**src/rtl/vseq_pkg.sv**
```systemverilog
package vseq_pkg;

  typedef struct packed {
    logic       rdInstr;
    logic [1:0] fetchIdx;
    logic       rdA;
    logic       rdB;
    logic       wrRes;
    logic       clrPc;
    logic       advPc;
    logic       clrElem;
  } ctrlStrobe_t;

  typedef struct packed {
    logic isHalt;
    logic cntZero;
    logic lastPair;
    logic allWritten;
    logic fifoEmpty;
  } dpStatus_t;

  typedef enum logic [2:0] {
    S_IDLE, S_FETCH, S_FWAIT, S_DECODE, S_RUN, S_DRAIN, S_HALT
  } seqState_t;

  typedef enum logic [1:0] {
    K_INSTR = 2'd0, K_OPA = 2'd1, K_OPB = 2'd2
  } rdKind_t;

  localparam logic [23:0] STOP_CODE = 24'hFFFFFF;

endpackage

```
**src/rtl/vseq_fifo.sv**
```systemverilog
module vseq_fifo #(
  parameter int W     = 32,
  parameter int DEPTH = 4
) (
  input  logic         clk,
  input  logic         rstN,
  input  logic         push,
  input  logic [W-1:0] pushData,
  input  logic         pop,
  output logic [W-1:0] headData,
  output logic         empty
);
  localparam int PW = (DEPTH > 1) ? $clog2(DEPTH) : 1;
  localparam int CW = $clog2(DEPTH + 1);

  logic [W-1:0]  store [DEPTH];
  logic [PW-1:0] rdPtr, wrPtr;
  logic [CW-1:0] fill;

  function automatic logic [PW-1:0] bump(input logic [PW-1:0] p);
    return (p == PW'(DEPTH - 1)) ? '0 : p + 1'b1;
  endfunction

  always_ff @(posedge clk) begin
    if (!rstN) begin
      rdPtr <= '0;
      wrPtr <= '0;
      fill  <= '0;
    end else begin
      if (push) begin
        store[wrPtr] <= pushData;
        wrPtr        <= bump(wrPtr);
      end
      if (pop) rdPtr <= bump(rdPtr);
      if (push && !pop) fill <= fill + 1'b1;
      else if (pop && !push) fill <= fill - 1'b1;
    end
  end

  assign headData = store[rdPtr];
  assign empty    = (fill == '0);

  AST_FIFO_NO_OVF: assert property (@(posedge clk) disable iff (!rstN)
    push |-> (fill < CW'(DEPTH)) || pop);
  AST_FIFO_NO_UNDF: assert property (@(posedge clk) disable iff (!rstN)
    pop |-> fill != '0);
endmodule

```
**src/rtl/vseq_datapath.sv**
```systemverilog
module vseq_datapath
  import vseq_pkg::*;
#(
  parameter int ADDR_W     = 16,
  parameter int DATA_W     = 32,
  parameter int CNT_W      = 16,
  parameter int OP_W       = 8,
  parameter int FIFO_DEPTH = 4
) (
  input  logic              clk,
  input  logic              rstN,
  input  ctrlStrobe_t       ctrl,
  output dpStatus_t         status,
  output logic [ADDR_W-1:0] memAddr,
  output logic              memEn,
  output logic              memWe,
  output logic [DATA_W-1:0] memWdata,
  input  logic [DATA_W-1:0] memRdata,
  output logic [OP_W-1:0]   coreOp,
  output logic              coreLeftRdy,
  output logic [DATA_W-1:0] coreLeftData,
  output logic              coreRightRdy,
  output logic [DATA_W-1:0] coreRightData,
  input  logic              coreResRdy,
  input  logic [DATA_W-1:0] coreResData
);
  localparam int WORDS_PER_INSTR = 4;

  typedef struct packed {
    logic       valid;
    rdKind_t    kind;
    logic [1:0] idx;
  } rdTag_t;

  logic [ADDR_W-1:0] pc, inBase, outBase;
  logic [DATA_W-1:0] opReg, aHold;
  logic [CNT_W-1:0]  cntReg, elemIdx, wrIdx;
  rdTag_t            tag1, tag2, tagIssue;
  logic [DATA_W-1:0] fifoHead;
  logic              fifoEmpty;
  logic [ADDR_W-1:0] addrA;

  // read tag for the access issued this cycle
  always_comb begin
    tagIssue = '0;
    if (ctrl.rdInstr) begin
      tagIssue.valid = 1'b1;
      tagIssue.kind  = K_INSTR;
      tagIssue.idx   = ctrl.fetchIdx;
    end else if (ctrl.rdA) begin
      tagIssue.valid = 1'b1;
      tagIssue.kind  = K_OPA;
    end else if (ctrl.rdB) begin
      tagIssue.valid = 1'b1;
      tagIssue.kind  = K_OPB;
    end
  end

  // two-stage tag pipe matches the memory read latency
  always_ff @(posedge clk) begin
    if (!rstN) begin
      tag1 <= '0;
      tag2 <= '0;
    end else begin
      tag1 <= tagIssue;
      tag2 <= tag1;
    end
  end

  // instruction field capture and operand hold
  always_ff @(posedge clk) begin
    if (!rstN) begin
      opReg   <= '0;
      inBase  <= '0;
      outBase <= '0;
      cntReg  <= '0;
      aHold   <= '0;
    end else if (tag2.valid) begin
      unique case (tag2.kind)
        K_INSTR: begin
          unique case (tag2.idx)
            2'd0: opReg   <= memRdata;
            2'd1: inBase  <= memRdata[ADDR_W-1:0];
            2'd2: outBase <= memRdata[ADDR_W-1:0];
            default: cntReg <= memRdata[CNT_W-1:0];
          endcase
        end
        K_OPA:   aHold <= memRdata;
        default: ;
      endcase
    end
  end

  // program counter and element counters
  always_ff @(posedge clk) begin
    if (!rstN) begin
      pc      <= '0;
      elemIdx <= '0;
      wrIdx   <= '0;
    end else begin
      if (ctrl.clrPc) pc <= '0;
      else if (ctrl.advPc) pc <= pc + ADDR_W'(WORDS_PER_INSTR);
      if (ctrl.clrElem) begin
        elemIdx <= '0;
        wrIdx   <= '0;
      end else begin
        if (ctrl.rdB)   elemIdx <= elemIdx + 1'b1;
        if (ctrl.wrRes) wrIdx   <= wrIdx + 1'b1;
      end
    end
  end

  assign addrA = inBase + (ADDR_W'(elemIdx) << 1);

  // single memory port mux
  always_comb begin
    memAddr = '0;
    if (ctrl.rdInstr)    memAddr = pc + ADDR_W'(ctrl.fetchIdx);
    else if (ctrl.rdA)   memAddr = addrA;
    else if (ctrl.rdB)   memAddr = addrA + 1'b1;
    else if (ctrl.wrRes) memAddr = outBase + ADDR_W'(wrIdx);
  end
  assign memEn    = ctrl.rdInstr | ctrl.rdA | ctrl.rdB | ctrl.wrRes;
  assign memWe    = ctrl.wrRes;
  assign memWdata = fifoHead;

  // core operand hand-off: both sides together when the right word lands
  assign coreLeftRdy   = tag2.valid && (tag2.kind == K_OPB);
  assign coreRightRdy  = tag2.valid && (tag2.kind == K_OPB);
  assign coreLeftData  = aHold;
  assign coreRightData = memRdata;
  assign coreOp        = opReg[OP_W-1:0];

  vseq_fifo #(.W(DATA_W), .DEPTH(FIFO_DEPTH)) uResQ (
    .clk     (clk),
    .rstN    (rstN),
    .push    (coreResRdy),
    .pushData(coreResData),
    .pop     (ctrl.wrRes),
    .headData(fifoHead),
    .empty   (fifoEmpty)
  );

  always_comb begin
    status.isHalt     = (opReg[23:0] == STOP_CODE);
    status.cntZero    = (cntReg == '0);
    status.lastPair   = (elemIdx == cntReg - 1'b1);
    status.allWritten = (wrIdx == cntReg);
    status.fifoEmpty  = fifoEmpty;
  end

  AST_CORE_PAIR: assert property (@(posedge clk) disable iff (!rstN)
    coreLeftRdy |-> $past(ctrl.rdB, 2));
  AST_WR_IN_RANGE: assert property (@(posedge clk) disable iff (!rstN)
    ctrl.wrRes |-> (wrIdx < cntReg));
  AST_PORT_EXCLUSIVE: assert property (@(posedge clk) disable iff (!rstN)
    $countones({ctrl.rdInstr, ctrl.rdA, ctrl.rdB, ctrl.wrRes}) <= 1);
endmodule

```
**src/rtl/vseq_control.sv**
```systemverilog
module vseq_control
  import vseq_pkg::*;
(
  input  logic        clk,
  input  logic        rstN,
  input  logic        start,
  input  dpStatus_t   status,
  output ctrlStrobe_t ctrl,
  output logic        done
);
  seqState_t  state, nxt;
  logic [1:0] fetchCnt, phase;
  logic       waitCnt;

  always_comb begin
    ctrl = '0;
    nxt  = state;
    unique case (state)
      S_IDLE, S_HALT: begin
        if (start) begin
          ctrl.clrPc = 1'b1;
          nxt        = S_FETCH;
        end
      end
      S_FETCH: begin
        ctrl.rdInstr  = 1'b1;
        ctrl.fetchIdx = fetchCnt;
        if (fetchCnt == 2'd3) nxt = S_FWAIT;
      end
      S_FWAIT: begin
        if (waitCnt) nxt = S_DECODE;
      end
      S_DECODE: begin
        if (status.isHalt) begin
          nxt = S_HALT;
        end else if (status.cntZero) begin
          ctrl.advPc = 1'b1;
          nxt        = S_FETCH;
        end else begin
          ctrl.clrElem = 1'b1;
          nxt          = S_RUN;
        end
      end
      S_RUN: begin
        unique case (phase)
          2'd0: ctrl.rdA = 1'b1;
          2'd1: begin
            ctrl.rdB = 1'b1;
            if (status.lastPair) nxt = S_DRAIN;
          end
          default: ctrl.wrRes = !status.fifoEmpty;
        endcase
      end
      S_DRAIN: begin
        if (status.allWritten) begin
          ctrl.advPc = 1'b1;
          nxt        = S_FETCH;
        end else begin
          ctrl.wrRes = !status.fifoEmpty;
        end
      end
      default: nxt = S_IDLE;
    endcase
  end

  always_ff @(posedge clk) begin
    if (!rstN) begin
      state    <= S_IDLE;
      fetchCnt <= '0;
      waitCnt  <= 1'b0;
      phase    <= '0;
    end else begin
      state    <= nxt;
      fetchCnt <= (state == S_FETCH) ? fetchCnt + 1'b1 : 2'd0;
      waitCnt  <= (state == S_FWAIT) ? !waitCnt : 1'b0;
      phase    <= (state == S_RUN) ? phase + 1'b1 : 2'd0;
    end
  end

  assign done = (state == S_HALT);

  AST_ZERO_SKIP: assert property (@(posedge clk) disable iff (!rstN)
    (state == S_DECODE && status.cntZero && !status.isHalt) |=> (state == S_FETCH));
  AST_BUSY_NO_RESTART: assert property (@(posedge clk) disable iff (!rstN)
    (state == S_RUN && start) |-> !ctrl.clrPc);
endmodule

```
**src/rtl/fpvec_sequencer.sv**
```systemverilog
module fpvec_sequencer
  import vseq_pkg::*;
#(
  parameter int ADDR_W     = 16,
  parameter int DATA_W     = 32,
  parameter int CNT_W      = 16,
  parameter int OP_W       = 8,
  parameter int FIFO_DEPTH = 4
) (
  input  logic              clk,
  input  logic              rstN,
  input  logic              start,
  output logic [ADDR_W-1:0] memAddr,
  output logic              memEn,
  output logic              memWe,
  output logic [DATA_W-1:0] memWdata,
  input  logic [DATA_W-1:0] memRdata,
  output logic [OP_W-1:0]   coreOp,
  output logic              coreLeftRdy,
  output logic [DATA_W-1:0] coreLeftData,
  output logic              coreRightRdy,
  output logic [DATA_W-1:0] coreRightData,
  input  logic              coreResRdy,
  input  logic [DATA_W-1:0] coreResData,
  output logic              done
);
  ctrlStrobe_t ctrl;
  dpStatus_t   status;

  vseq_control uCtrl (
    .clk   (clk),
    .rstN  (rstN),
    .start (start),
    .status(status),
    .ctrl  (ctrl),
    .done  (done)
  );

  vseq_datapath #(
    .ADDR_W(ADDR_W), .DATA_W(DATA_W), .CNT_W(CNT_W),
    .OP_W(OP_W), .FIFO_DEPTH(FIFO_DEPTH)
  ) uDp (
    .clk          (clk),
    .rstN         (rstN),
    .ctrl         (ctrl),
    .status       (status),
    .memAddr      (memAddr),
    .memEn        (memEn),
    .memWe        (memWe),
    .memWdata     (memWdata),
    .memRdata     (memRdata),
    .coreOp       (coreOp),
    .coreLeftRdy  (coreLeftRdy),
    .coreLeftData (coreLeftData),
    .coreRightRdy (coreRightRdy),
    .coreRightData(coreRightData),
    .coreResRdy   (coreResRdy),
    .coreResData  (coreResData)
  );

  AST_HALT_QUIET: assert property (@(posedge clk) disable iff (!rstN)
    done |-> !memEn);
  AST_DONE_HOLD: assert property (@(posedge clk) disable iff (!rstN)
    (done && !start) |=> done);
  AST_START_CLEARS: assert property (@(posedge clk) disable iff (!rstN)
    (done && start) |=> !done);
endmodule

```
**config.mk**
```make
export PLATFORM = sky130hd
export DESIGN_NAME = fpvec_sequencer
export DESIGN_NICKNAME = d
export VERILOG_FILES = /design/src/rtl/vseq_pkg.sv /design/src/rtl/vseq_fifo.sv /design/src/rtl/vseq_datapath.sv /design/src/rtl/vseq_control.sv /design/src/rtl/fpvec_sequencer.sv
export SDC_FILE = /design/constraint.sdc
export NUM_CORES = 1
export LEC_CHECK = 0
export ABC_AREA = 0
export CELL_PAD_IN_SITES_DETAIL_PLACEMENT = 0
export CELL_PAD_IN_SITES_GLOBAL_PLACEMENT = 1
export CORE_UTILIZATION = 54
export CTS_CLUSTER_DIAMETER = 40
export CTS_CLUSTER_SIZE = 14
export DETAILED_ROUTE_END_ITERATION = 8
export DONT_BUFFER_PORTS = 1
export PLACE_DENSITY_LB_ADDON = 0.3
export RECOVER_POWER = 100
export SYNTH_ARGS = -nofsm -noshare
export SYNTH_HDL_FRONTEND = slang
export SYNTH_SLANG_ARGS = --single-unit
```
**constraint.sdc**
```tcl
create_clock -name clk -period 5.95 [get_ports clk]
set_input_delay 1.19 -clock clk [delete_from_list [all_inputs] [get_ports clk]]
set_output_delay 1.19 -clock clk [all_outputs]
set_load 0.01 [all_outputs]
```
Yosys cells after proc, flatten, opt, wreduce, memory -nomap -nowiden
Memory sizes are Yosys's and may differ from the RTL's. A register that Yosys moved wholly into a read port is not among the register bits.
Cells that the tools add are included.
- bits in registers: 177
- latch bits: 0
- memory bits (writable): 128
- bits in read-only memories: 0
- output and inout port bits: 125
- logic and storage cells: 136
- memories kept: 1
- memory list (memory ; words ; bits a word ; rd ports ; clocked after memory_dff ; wr ports ; line ; source):
    uDp.uResQ.store ; 4 ; 32 ; 1 ; 1 ; 1 ; vseq_fifo.sv:16 ; logic [W-1:0] store [DEPTH];
- add/sub/neg operators: 14
- multiply operators: 0
- div/mod/pow operators: 0
- order comparisons: 0
- equality and inequality tests: 23
- shifts and indexed selects: 0
- multiplexer cells: 40
- bitwise gates (word level): 5
- reduce and logical (&&, ||, !) cells: 31
- operator list (cell ; number):
    two-way mux 16 bit ; 4
    adder 16 x 1 -> 16 bit (second input constant) ; 3
    two-way mux 3 bit ; 14
    adder 16 bit ; 2
    == test 16 bit ; 2
    == test 24 bit (second input constant) ; 1
    one-hot mux 3 bit (6 select lines) ; 1
    adder 16 x 2 -> 16 bit ; 1
    adder 16 x 3 -> 16 bit (second input constant) ; 1
    logical NOT 16 bit ; 1
    subtractor 16 x 1 -> 16 bit (second input constant) ; 1
    two-way mux 1 bit ; 13
    two-way mux 2 bit ; 6
    AND reduction 3 bit ; 4
    == test 2 bit (second input constant) ; 5
    AND reduction 2 bit ; 5
    OR reduction 2 bit ; 5
    == test 3 bit (second input constant) ; 3
    adder 2 x 1 -> 2 bit (second input constant) ; 4
    inequality test 2 bit (second input constant) ; 4
    == test 2 x 1 -> 1 bit (second input constant) ; 3
    == test 3 x 2 -> 1 bit (second input constant) ; 2
    logical NOT 2 bit ; 3
    logical NOT 3 bit ; 2
    12 further kinds ; 23

Logic depth before layout (Yosys ltp)
- depth after elaboration: 8
- gate-level depth with buffers: 13

By module
From an unflattened synthesis, not the netlist that was laid out.
- cells, all modules: 1419
- area total of the unflattened synthesis: 14955.6 um2
- by module, submodules not included (module ; times used ; cells an instance ; area each (um2) ; sequential area each (um2)):
    vseq_datapath ; 1 ; 1143 ; 9308.9 ; 3203.1
    vseq_fifo ; 1 ; 211 ; 5111.2 ; 4023.9
    vseq_control ; 1 ; 65 ; 535.5 ; 160.2

Least setup slack after synthesis
No wires, ideal clock.
- path type: reg-to-output
- from: reg uDp.elemIdx[0]
- to: out memAddr[14]
- data arrival time: 3170 ps
- setup slack: 1590 ps
- cell stages (with the launch flop): 12
- buffers on the path: 0
- cell sequence: dfxtp_1 ha_1 fa_1 a21o_1 a211o_1 a211o_1 or3b_1 nor4b_1 nor4b_2 and3_1 o21ai_1 a32oi_1
- cells in the longest elaborated chain, start to end: 5
- ends and longest elaborated chain (item ; line ; source):
    from (decl) ; vseq_datapath.sv:37 ; logic [CNT_W-1:0] cntReg, elemIdx, wrIdx;
    from (signal assigned) ; vseq_datapath.sv:107 ; if (ctrl.rdB) elemIdx <= elemIdx + 1'b1;
    adder 16 bit * ; vseq_datapath.sv:113 ; assign addrA = inBase + (ADDR_W'(elemIdx) << 1);
    adder 16 x 1 -> 16 bit ; vseq_datapath.sv:120 ; else if (ctrl.rdB) memAddr = addrA + 1'b1;
    two-way mux 16 bit ; vseq_datapath.sv:120 ;
    two-way mux 16 bit * ; vseq_datapath.sv:119 ; else if (ctrl.rdA) memAddr = addrA;
    two-way mux 16 bit * ; vseq_datapath.sv:118 ; if (ctrl.rdInstr) memAddr = pc + ADDR_W'(ctrl.fetchIdx);
    to (decl) ; fpvec_sequencer.sv:13 ; output logic [ADDR_W-1:0] memAddr,
Every way passes the cells marked *; elsewhere a longest branch is shown, timed or not.

Worst setup path in the final report
Ends and elaborated chain as after synthesis.

==> results_dict.tcl <==
set metrics [dict create \
    first_pass_iters 5 \
    p_per_area_nw_per_um2 282 \
    nFillCells 2221 \
    antenna_found_initial 0 \
    yosys_warnings 0 \
    area_growth_pct 7.35 \
    placed_cells 1692 \
    grt_max_degree 135 \
    r2r_slack_ns 2.11 \
    period_minus_slack_ns 5.46 \
    critPathMaxStageDelay_ns 0.59 \
    vias 10387 \
    synth_seq_cells 305 \
    clock_power_share_pct 48.4 \
    report.final.slew_viol_count 206 \
    fin_nets 1506 \
    postRouteAntennaNets 0 \
    root_buffer "clkbuf_16" \
    synth_edf_count 128 \
    synth_fa_ha_area_share_pct 4.11 \
    finalSetupTns_ns 0 \
    fmax_ghz 0.183 \
    drv_cap 7 \
    violations "max-capacitance violations, max-slew violations" \
    die_x_um 168 \
    htreeDepth 2 \
    hold_ws_ns 0.434 \
    rr_startpoint "uDp.cntReg[8]" \
    outcome "complete, but fails checks" \
    synth.mux.area_fraction_pct 5.27 \
    synth-xor-area-share_pct 6.00 \
    crit_start "uDp.elemIdx[0]" \
    hold_viol 0 \
    finalClockSkew_ns 0.0139 \
    syn-cell-area_um2 14900 \
    clock_latency_ns 0.53 \
    post_cts_buffers 0 \
    cp_max_fo 6 \
    grt_pass1_vias 9661 \
    ff2ff_path_depth 13 \
    drt-wirelength-per-cell_um 20.5 \
    synthSimpleGateAreaFrac_pct 17.4 \
    synth_top_family_by_area "simple AND/OR/NAND/NOR gates" \
    critPathLaunchType "flop" \
    diodes 0 \
    routed_wl_mm 36.2 \
    place_hpwl_mm 24.4 \
    crit_arrival_ns 4.27 \
    syn_area_per_cell_um2 10.2 \
    swShare_pct 21.8 \
    row_count 60 \
    core_area_um2 27000 \
    r2r-end "uDp.uResQ.fill[2]" \
    ios 193 \
    path_clk_slew_ns 0.05 \
    p_switching_uw 981 \
    p_comb_share_pct 2.1 \
    routed_via_density 5.90 \
    crit_slowest_cell "a2111oi_0" \
    cell_internal_pwr_mw 3.52 \
    port_buffers 0 \
    die-area_um2 28200 \
    synth_ff_type "dfxtp_1" \
    post-route-util_pct 59.2 \
    cts_inserted_buffers 38 \
    synth.distinct_cells 81 \
    tightest_slew_ns 2.65 \
    final_area_um2 15900 \
    grt_pass1_wl_mm 55.9 \
    relSlewSlack_pct -76.7 \
    end_kind "output port" \
    drive_gt1_share_pct 8.59 \
    initial_core_util_pct 55.1 \
    seqPwrFrac_pct 49.6 \
    die_h_um 168 \
    hold_path.class "reg -> reg" \
    hold_buffers 0 \
    drt-initial-drc-count 843 \
    yosys.area.top_type "edfxtp_1" \
    drc_errors 0 \
    ys_top_cells_by_area "edfxtp_1 (26%), dfxtp_1 (24%), nand2_1 (6.8%), a21boi_0 (5.4%), mux4_2 (4.9%)" \
    p_leak_nw 5.46 \
    gp_congestion 0.861 \
    track_usage_pct 25.6 \
    cts_tree "done" \
    synth_nets 1568 \
    synth_compound_area_share_pct 12.7 \
    fin_cells 1762 \
    endpoint "memAddr[14]" \
    crit_required_ns 4.76 \
    critPathKind "reg -> out" \
    cts_resized 0 \
    clockBufferDepth 3 \
    rsz0062_at_grt "false" \
    path_cells "ha_1, fa_1, a21o_1, a211o_1, a2111oi_0, nor2_1, xnor2_1, nor4b_1, and3_1, o21ai_1, a32oi_1" \
    synth_seq_area_share_pct 49.7 \
    vdd_drop_max_uv 216 \
    dpl_cell_area_um2 14800 \
    synth_top_area_share_pct 25.9 \
    synthCells 1453 \
    synthArstFlopShare_pct 0 \
    final-setup-viol-count 0 \
    grt_overflow 0 \
    cts.sinks 305 \
    timing.final.crit_share_pct 91.8 \
]
## flip-flops by register name, summed over array words and instances (netlist names), 5 cells and up, named ones only
register and flops:
uDp.wrIdx 16, uDp.tag2 5, uDp.coreLeftData 32, uDp.inBase 16, uDp.opReg 24, uDp.outBase 16
uDp.pc 14, uDp.cntReg 16, uDp.tag1 5, uDp.elemIdx 16, uDp.uResQ.store 128
## power groups by stage
stage	Clock, mW	Sequential, mW	Combinational, mW
2_1_floorplan	0	2.27	0.108
3_3_place_gp	0	2.27	0.0935
3_5_place_dp	0	2.27	0.0954
4_1_cts	2.21	2.23	0.0960
5_1_grt	2.29	2.23	0.102
6_report	2.18	2.23	0.0935
## per-layer routing
layer,GRT usage [%],wire (um)
met4,7.82,927
met1,34.7,15900
met5,0,0
met3,7.22,2870
met2,40.0,16500
## layout make-up
| type | count | area, um^2 | area share [%] |
|---|---|---|---|
| Clock inverter | 22 | 178 | 1.11 |
| Tap cell | 341 | 427 | 2.68 |
| Timing Repair Buffer | 11 | 63.8 | 0.400 |
| Clock buffer | 48 | 1040 | 6.52 |
| Multi-Input combinational cell | 1008 | 6750 | 42.3 |
| Sequential cell | 305 | 7390 | 46.3 |
| Inverter | 27 | 101 | 0.636 |
## metrics by stage
stage	worst slack, ns	total power [mW]
6_report	0.487	4.50
5_1_grt	0.199	4.62
4_1_cts	0.592	4.53
3_5_place_dp	1.15	2.37
3_3_place_gp	1.23	2.36
2_1_floorplan	1.59	2.37
## worst max-delay path, delay by kind of cell (launching register included)
kind | cells | cell delay [ns]
compound gates | 5 | 1.70
xor+xnor | 1 | 0.21
fa+ha+maj | 2 | 0.69
flops | 1 | 0.38
simple gates | 3 | 0.75
## worst min path at each step
stage,to,slack [ns],cells past startpoint,start
floorplan,uDp.tag2[0],0.41,1,uDp.tag1[0]
global placement,uDp.tag2[0],0.42,1,uDp.tag1[0]
detailed placement,uDp.tag2[0],0.42,1,uDp.tag1[0]
CTS,uDp.tag2[3],0.44,1,uDp.tag1[3]
global route,uDp.tag2[2],0.45,1,uDp.tag1[2]
finish,uDp.tag2[3],0.43,1,uDp.tag1[3]
## cell usage after synthesis, drive strengths merged (4+ instances only)
| cell type | number |
|---|---|
| nand2 | 271 |
| dfxtp | 177 |
| edfxtp | 128 |
| a21boi | 108 |
| nor2 | 92 |
| clkbuf | 64 |
| xnor2 | 58 |
| buf | 49 |
| o21ai | 46 |
| ha | 44 |
| xor2 | 41 |
| a21oi | 38 |
| mux4 | 32 |
| and3 | 30 |
| nand3 | 28 |
| inv | 26 |
| nand4 | 22 |
| nor3 | 19 |
| and2 | 16 |
| or3 | 16 |
| nor4 | 12 |
| a21o | 10 |
| nand2b | 10 |
| a211oi | 9 |
| a31oi | 7 |
| nor2b | 6 |
| o211ai | 6 |
| o21a | 6 |
| mux2i | 5 |
| nor3b | 5 |
| nor4b | 5 |
| o22ai | 5 |
| a211o | 4 |
| a221oi | 4 |
## placed cells by master, fill, tap and decap left out, drive strengths merged, types with 4 or more instances in the layout
cell,n
nand2,271
dfxtp,177
edfxtp,128
a21boi,108
nor2,92
xnor2,58
clkbuf,53
o21ai,46
ha,44
xor2,41
a21oi,38
mux4,32
inv,32
and3,30
nand3,28
nand4,22
nor3,19
or3,16
and2,16
nor4,12
nand2b,10
a21o,10
a211oi,9
clkinv,9
clkinvlp,8
a31oi,7
o211ai,6
o21a,6
nor2b,6
buf,6
o22ai,5
nor4b,5
nor3b,5
mux2i,5
a211o,4
a221oi,4
## cells by family (layout without fill, tap and decap cells)
| group | Yosys count | count (layout) |
|---|---|---|
| adder cells (fa/ha/maj) | 47 | 47 |
| flip-flops | 305 | 305 |
| AND/OR/NAND/NOR | 550 | 550 |
| AO/OA/AOI/OAI | 273 | 273 |
| buffers and inverters | 140 | 108 |
| multiplexers | 38 | 38 |
| XOR/XNOR | 100 | 100 |
(Power assumes the default switching activity.)
